## src/rtl/dbg_gate_pkg.sv

```systemverilog
// Shared types for the debug access gate.
// Assumes: fused inputs are static during normal operation.
package dbg_gate_pkg;

    typedef enum logic [1:0] {
        POL_OPEN  = 2'd0,
        POL_AUTH  = 2'd1,
        POL_BLOCK = 2'd2,
        POL_KILL  = 2'd3
    } policy_e;

    // Reduce kill bit and mode field to a single access policy.
    function automatic policy_e decode_policy(input logic kill, input logic [1:0] mode);
        if (kill)               return POL_KILL;
        else if (mode == 2'b00) return POL_OPEN;
        else if (mode == 2'b01) return POL_AUTH;
        else                    return POL_BLOCK;
    endfunction

endpackage

```

## src/rtl/gate_policy.sv

```systemverilog
// Policy decoder: turns the fused mode field and kill bit into a policy.
// Assumes: unused encoding 2'b10 is treated as closed.
module gate_policy
    import dbg_gate_pkg::*;
(
    input  logic       kill,
    input  logic [1:0] mode,
    output policy_e    pol
);

    // Purely combinational decode of the fuse inputs.
    always_comb pol = decode_policy(kill, mode);

endmodule

```

## src/rtl/chal_shifter.sv

```systemverilog
// Challenge shift register: loads the device identifier on capture,
// shifts it out LSB first, and records a completed full-width read.
// Assumes: strobes arrive already qualified by register select and enable.
module chal_shifter #(
    parameter int CHAL_W = 64
) (
    input  logic              clk,
    input  logic              rst_n,
    input  logic              capture,
    input  logic              shift,
    input  logic              update,
    input  logic              tdi,
    input  logic [CHAL_W-1:0] id,
    output logic              tdo_bit,
    output logic              done
);

    localparam int CNT_W = $clog2(CHAL_W + 1);
    localparam logic [CNT_W-1:0] FULL = CNT_W'(CHAL_W);

    logic [CHAL_W-1:0] sr_q;
    logic [CNT_W-1:0]  cnt_q;
    logic              done_q;

    // Shift register: load on capture, move right on shift.
    always_ff @(posedge clk) begin
        if (!rst_n)       sr_q <= '0;
        else if (capture) sr_q <= id;
        else if (shift)   sr_q <= {tdi, sr_q[CHAL_W-1:1]};
    end

    // Count bits shifted since capture, saturating at full width.
    always_ff @(posedge clk) begin
        if (!rst_n)                     cnt_q <= '0;
        else if (capture)               cnt_q <= '0;
        else if (shift && cnt_q != FULL) cnt_q <= cnt_q + 1'b1;
    end

    // Sticky flag: a full challenge read was closed by an update.
    always_ff @(posedge clk) begin
        if (!rst_n)                        done_q <= 1'b0;
        else if (update && cnt_q == FULL)  done_q <= 1'b1;
    end

    assign tdo_bit = sr_q[0];
    assign done    = done_q;

endmodule

```

## src/rtl/resp_checker.sv

```systemverilog
// Response register and comparator: collects the candidate response LSB
// first, compares it with the key on update, and holds the unlock state.
// Assumes: strobes arrive already qualified by register select and enable.
module resp_checker #(
    parameter int KEY_W = 56
) (
    input  logic             clk,
    input  logic             rst_n,
    input  logic             arm,
    input  logic             capture,
    input  logic             shift,
    input  logic             update,
    input  logic             tdi,
    input  logic             chal_done,
    input  logic [KEY_W-1:0] key,
    output logic             unlocked,
    output logic             alarm
);

    logic [KEY_W-1:0] sr_q;
    logic             unlocked_q;
    logic             alarm_q;
    logic             fire;
    logic             match;

    // Response register: clear on capture, shift in from the top.
    always_ff @(posedge clk) begin
        if (!rst_n)       sr_q <= '0;
        else if (capture) sr_q <= '0;
        else if (shift)   sr_q <= {tdi, sr_q[KEY_W-1:1]};
    end

    // A comparison happens only while armed and still locked.
    always_comb begin
        fire  = arm && update && !unlocked_q;
        match = chal_done && (sr_q == key);
    end

    // Unlock state: set on a good comparison, cleared only by reset.
    always_ff @(posedge clk) begin
        if (!rst_n)            unlocked_q <= 1'b0;
        else if (fire && match) unlocked_q <= 1'b1;
    end

    // Alarm: one-cycle pulse per failed comparison.
    always_ff @(posedge clk) begin
        if (!rst_n) alarm_q <= 1'b0;
        else        alarm_q <= fire && !match;
    end

    assign unlocked = unlocked_q;
    assign alarm    = alarm_q;

endmodule

```

## src/rtl/dbg_auth_gate.sv

```systemverilog
// Debug access gate top: decodes the fused policy, routes the JTAG shift
// strobes to the challenge or response register, and drives the enables.
// Assumes: the TAP supplies one-cycle capture/shift/update strobes.
module dbg_auth_gate
    import dbg_gate_pkg::*;
#(
    parameter int CHAL_W = 64,
    parameter int KEY_W  = 56
) (
    input  logic              clk,
    input  logic              rst_n,
    input  logic [1:0]        mode_fuse,
    input  logic              kill_fuse,
    input  logic [CHAL_W-1:0] challenge_id,
    input  logic [KEY_W-1:0]  secret_key,
    input  logic              jt_sel_resp,
    input  logic              jt_capture,
    input  logic              jt_shift,
    input  logic              jt_update,
    input  logic              jt_tdi,
    output logic              jt_tdo,
    output logic              dbg_en,
    output logic              bscan_en,
    output logic              alarm
);

    policy_e pol;
    logic    live;
    logic    c_cap, c_sh, c_up;
    logic    r_cap, r_sh, r_up;
    logic    chal_bit, chal_done, unlocked;

    gate_policy u_pol (
        .kill (kill_fuse),
        .mode (mode_fuse),
        .pol  (pol)
    );

    // Steer strobes to the selected register; kill freezes both.
    always_comb begin
        live  = (pol != POL_KILL);
        c_cap = live && !jt_sel_resp && jt_capture;
        c_sh  = live && !jt_sel_resp && jt_shift;
        c_up  = live && !jt_sel_resp && jt_update;
        r_cap = live &&  jt_sel_resp && jt_capture;
        r_sh  = live &&  jt_sel_resp && jt_shift;
        r_up  = live &&  jt_sel_resp && jt_update;
    end

    chal_shifter #(.CHAL_W(CHAL_W)) u_chal (
        .clk     (clk),
        .rst_n   (rst_n),
        .capture (c_cap),
        .shift   (c_sh),
        .update  (c_up),
        .tdi     (jt_tdi),
        .id      (challenge_id),
        .tdo_bit (chal_bit),
        .done    (chal_done)
    );

    resp_checker #(.KEY_W(KEY_W)) u_resp (
        .clk       (clk),
        .rst_n     (rst_n),
        .arm       (pol == POL_AUTH),
        .capture   (r_cap),
        .shift     (r_sh),
        .update    (r_up),
        .tdi       (jt_tdi),
        .chal_done (chal_done),
        .key       (secret_key),
        .unlocked  (unlocked),
        .alarm     (alarm)
    );

    // Output enables and TDO mux; the response side always reads zero.
    always_comb begin
        jt_tdo   = live && !jt_sel_resp && chal_bit;
        dbg_en   = (pol == POL_OPEN) || (pol == POL_AUTH && unlocked);
        bscan_en = live;
    end

endmodule

```

## config.mk

```make
export PLATFORM = sky130hd
export DESIGN_NAME = dbg_auth_gate
export DESIGN_NICKNAME = d
export VERILOG_FILES = /design/src/rtl/dbg_gate_pkg.sv /design/src/rtl/gate_policy.sv /design/src/rtl/chal_shifter.sv /design/src/rtl/resp_checker.sv /design/src/rtl/dbg_auth_gate.sv
export SDC_FILE = /design/constraint.sdc
export NUM_CORES = 1
export LEC_CHECK = 0
export ABC_AREA = 1
export BUFFER_PORTS_ARGS = -buffer_cell sky130_fd_sc_hd__buf_2
export CAP_MARGIN = 40
export CORE_ASPECT_RATIO = 1.75
export CORE_MARGIN = 3
export CORE_UTILIZATION = 50
export CTS_BUF_LIST = sky130_fd_sc_hd__clkbuf_4
export DETAILED_ROUTE_END_ITERATION = 10
export MAX_ROUTING_LAYER = met4
export PLACE_DENSITY_LB_ADDON = 0.1
export REMOVE_ABC_BUFFERS = 1
export SETUP_SLACK_MARGIN = 0.15
export SLEW_MARGIN = 10
export SYNTH_ARGS = -nofsm -noshare
export SYNTH_HDL_FRONTEND = slang
export SYNTH_SLANG_ARGS = --single-unit
```

## constraint.sdc

```tcl
create_clock -name clk -period 1.6 [get_ports clk]
set_input_delay 0.24 -clock clk [delete_from_list [all_inputs] [get_ports clk]]
set_output_delay 0.24 -clock clk [all_outputs]
set_load 0.05 [all_outputs]
```

==> results.md <==
- Max stage delay cell, worst path: dfxtp_2
- FF+latch count, synth: 130
- Peak supply drop: around 760 uV
- Max Freq: 0.682 GHz
- Critical Path RT: around 1.4 ns
- Post-Synthesis Cell Area: ~6400 um2
- Period utilization: 0.917
- Final hold slack: ~0.034 ns
- CTS max path bufs: 2
- Met1 GRT Util: 0.261
- FP Rows: 54
- Antenna violations before repair: 2
- Final setup violation count: 0
- Leakage: ~3.6 nW
- Seq. cell area: roughly 2600 um2
- Minimum clock period: 1.47 ns
- XOR/XNOR Fraction of Synth Area: 0.0122
- Global route total overflow: 0
- Layout cells sized above 1: 0.181
- Cells after DPL: around 1300
- CP Launch Type: register
- Synth Area in Compound Gates: 0.177
- Synth top area share: 0.404
- Final count of hold timing violations: 0
- GR Util met2: 0.457
- Wire per inst: between 10 and 15 um
- YS warnings: 0
- Hold path depth: 3
- Avg Cell Area, Syn: 6.54 um2
- Tightest Pin Transition: around 0.32 ns
- Core area: around 12000 um2
- Seq/Total Area, Yosys: 0.404
- Post-synthesis mux area share: 0
- Slew Viols, Final: 0
- RSZ-0062 raised after global routing: true
- Worst hold path class: in -> reg
- Met3 Use GR: 0.0458
- Outcome: finished, final reports clean
- CTS root buf: clkbuf_4
- Largest family of logic cells by synthesized area: simple AND/OR/NAND/NOR gates
- Post-layout util: 0.666
- CP cell instances: inv_2 > a21oi_2 > buf_6
- Design area: 8320 um2
- Starting Density: 0.515
- Slew margin rel.: 0.788
- H-tree Lvls: 4
- Clk slew on worst S/H paths: approximately 0.11 ns
- Die area: 14300 um2
- CP peak stage delay: 0.37 ns
- Synth Instances: 984
- Min-delay src: challenge_id[62]
- Max Cap Viol: 0
- Post-synthesis simple-gate area fraction: 0.294
- Die height: ~160 um
- Synth Area in Adders: 0.00389
- Final GP Congestion: between 0.8 and 0.9
- Reg2reg start: u_chal.cnt_q[1]
- Crit path kind: reg -> out
- Vias in the first global route: 6111
- Largest net degree at the start of global routing: a little over 80
- Arrival time at the worst endpoint: about 1.2 ns
- Port bufs: 133
- Worst r2r path cells: 8
- Area leader, netlist: dfxtp_1
- Non-filler cells, final: between 1000 and 1500
- GR peak layer: met2
- Footprint of the multi-input gates: between 3000 and 4000 um2
- Nets@finish: between 1000 and 1500
- Synth area leaders: dfxtp_1 (40%), nand2_1 (14%), nor2_1 (12%)
- Detailed Place HPWL: ~12 mm
- CTS tree: built
- Detail Route Antenna Nets: 0
- Cts bufs inserted: 17
- Drc violations: 0
- First-pass GRT wire length: ~28 mm
- Worst-Skew Late Latency: approximately 0.52 ns
- Total global routing track utilization: 0.250
- Layout Skew: around 0.019 ns
- CTS sink cnt: between 100 and 150
- Final wirelength: 17.2 mm
- Die X: approximately 92 um
- Drt initial violations: 214
- Tot Pwr: 6.93 mW
- Crit path max fanout: 2
- Count of cell types in the netlist: 29
- Fillers: between 1000 and 1500
- Vias per cell: 4.83
- Endpoint class of the critical path: output port
- Area grow syn2layout: 29.3%
- CP startpoint: u_resp.unlocked
- IO Pins: 134
- Vias: 6527
- Drt first pass iters: 5
- Placed cell area: between 7000 and 8000 um2
- Pwr/cell area: ~830 nW/um2
layout by cell type, fill, tap and decap left out, types with 3 or more instances in the layout:
cell type	n
a21oi_1	75
inv_1	104
nand3_1	14
inv_2	7
xor2_1	3
dfxtp_1	121
buf_2	131
dlygate4sd3_1	65
bufinv_16	4
a211oi_1	49
buf_4	11
nand2_1	239
dfxtp_2	9
clkbuf_4	18
o21ai_1	49
o21ai_0	22
clkinv_4	4
nor2_1	209
nor2_4	3
nor2_2	5
buf_12	8
xnor2_1	6
critical path, delay by kind of cell (launching register included):
family | cells | cell delay [ns]
compound gates | 1 | 0.13
buf+inv | 2 | 0.21
flops | 1 | 0.37
cell families after synthesis:
family                     count (synthesis)
AOI/OAI and AO/OA                        201
xor gates and xnor gates                   9
adders and majority gates                  2
buffers and inverters                    162
DFF                                      130
and+or+nand+nor                          480
sequential cells by signal (all words and copies together) (netlist names):
signal,flops
u_chal.cnt_q,7
u_chal.done,1
u_chal.sr_q,64
u_resp.alarm,1
u_resp.sr_q,56
u_resp.unlocked,1
routing by layer:
metal  part of all wire  vias up
met1               0.38     2871
met2               0.54      149
met4              0.035        0
met3              0.042       34
met5                  0        -
li1                   -     3473
worst paths after layout:
path,end,slack [ns]
setup / recovery,dbg_en,0.13
hold / removal,u_chal.sr_q[62],0.03
setup reg to reg,u_chal.cnt_q[3],0.25
hold reg to reg,u_chal.sr_q[63],0.47
stage by stage:
stage	setup TNS, ns	worst slack [ns]
2_1_floorplan	-88.60	-1.06
3_3_place_gp	0	0.136
3_5_place_dp	0	0.112
4_1_cts	0	0.0907
5_1_grt	0	0.0515
6_report	0	0.133
synthesized netlist by cell type, drive strengths merged:
master  count
inv       111
nor3b       1
buf        33
nand3      14
o21ai      72
nand2     242
a211oi     49
xnor2       6
o31ai       1
a21oi      76
o211ai      1
a21boi      1
xor2        3
a31oi       1
nor2      219
nand4       1
nor3        3
dfxtp     130
clkbuf     18
ha          2
power by group:
group	switching, mW	internal, mW	total (mW)
clock network	1.27	1.25	2.52
registers	0.0619	3.34	3.40
logic	0.556	0.459	1.02
repair_timing:
item,CTS,global route
setup endpoints to repair,4,8
setup buffers,0,1
resized for setup,12,13
endpoints found under the hold margin,62,2
hold buffers,63,2
pin swaps,2,4
final cells by class:
type                            count  area share
Multi-Input combinational cell    692       0.382
Antenna cell                        2    0.000602
Clock buffer                       18      0.0162
Sequential cell                   130       0.314
Timing Repair Buffer              217       0.189
Tap cell                          168      0.0253
Clock inverter                     13      0.0224
Inverter                          111      0.0501
Note: power is estimated with default switching activity, not from simulation.
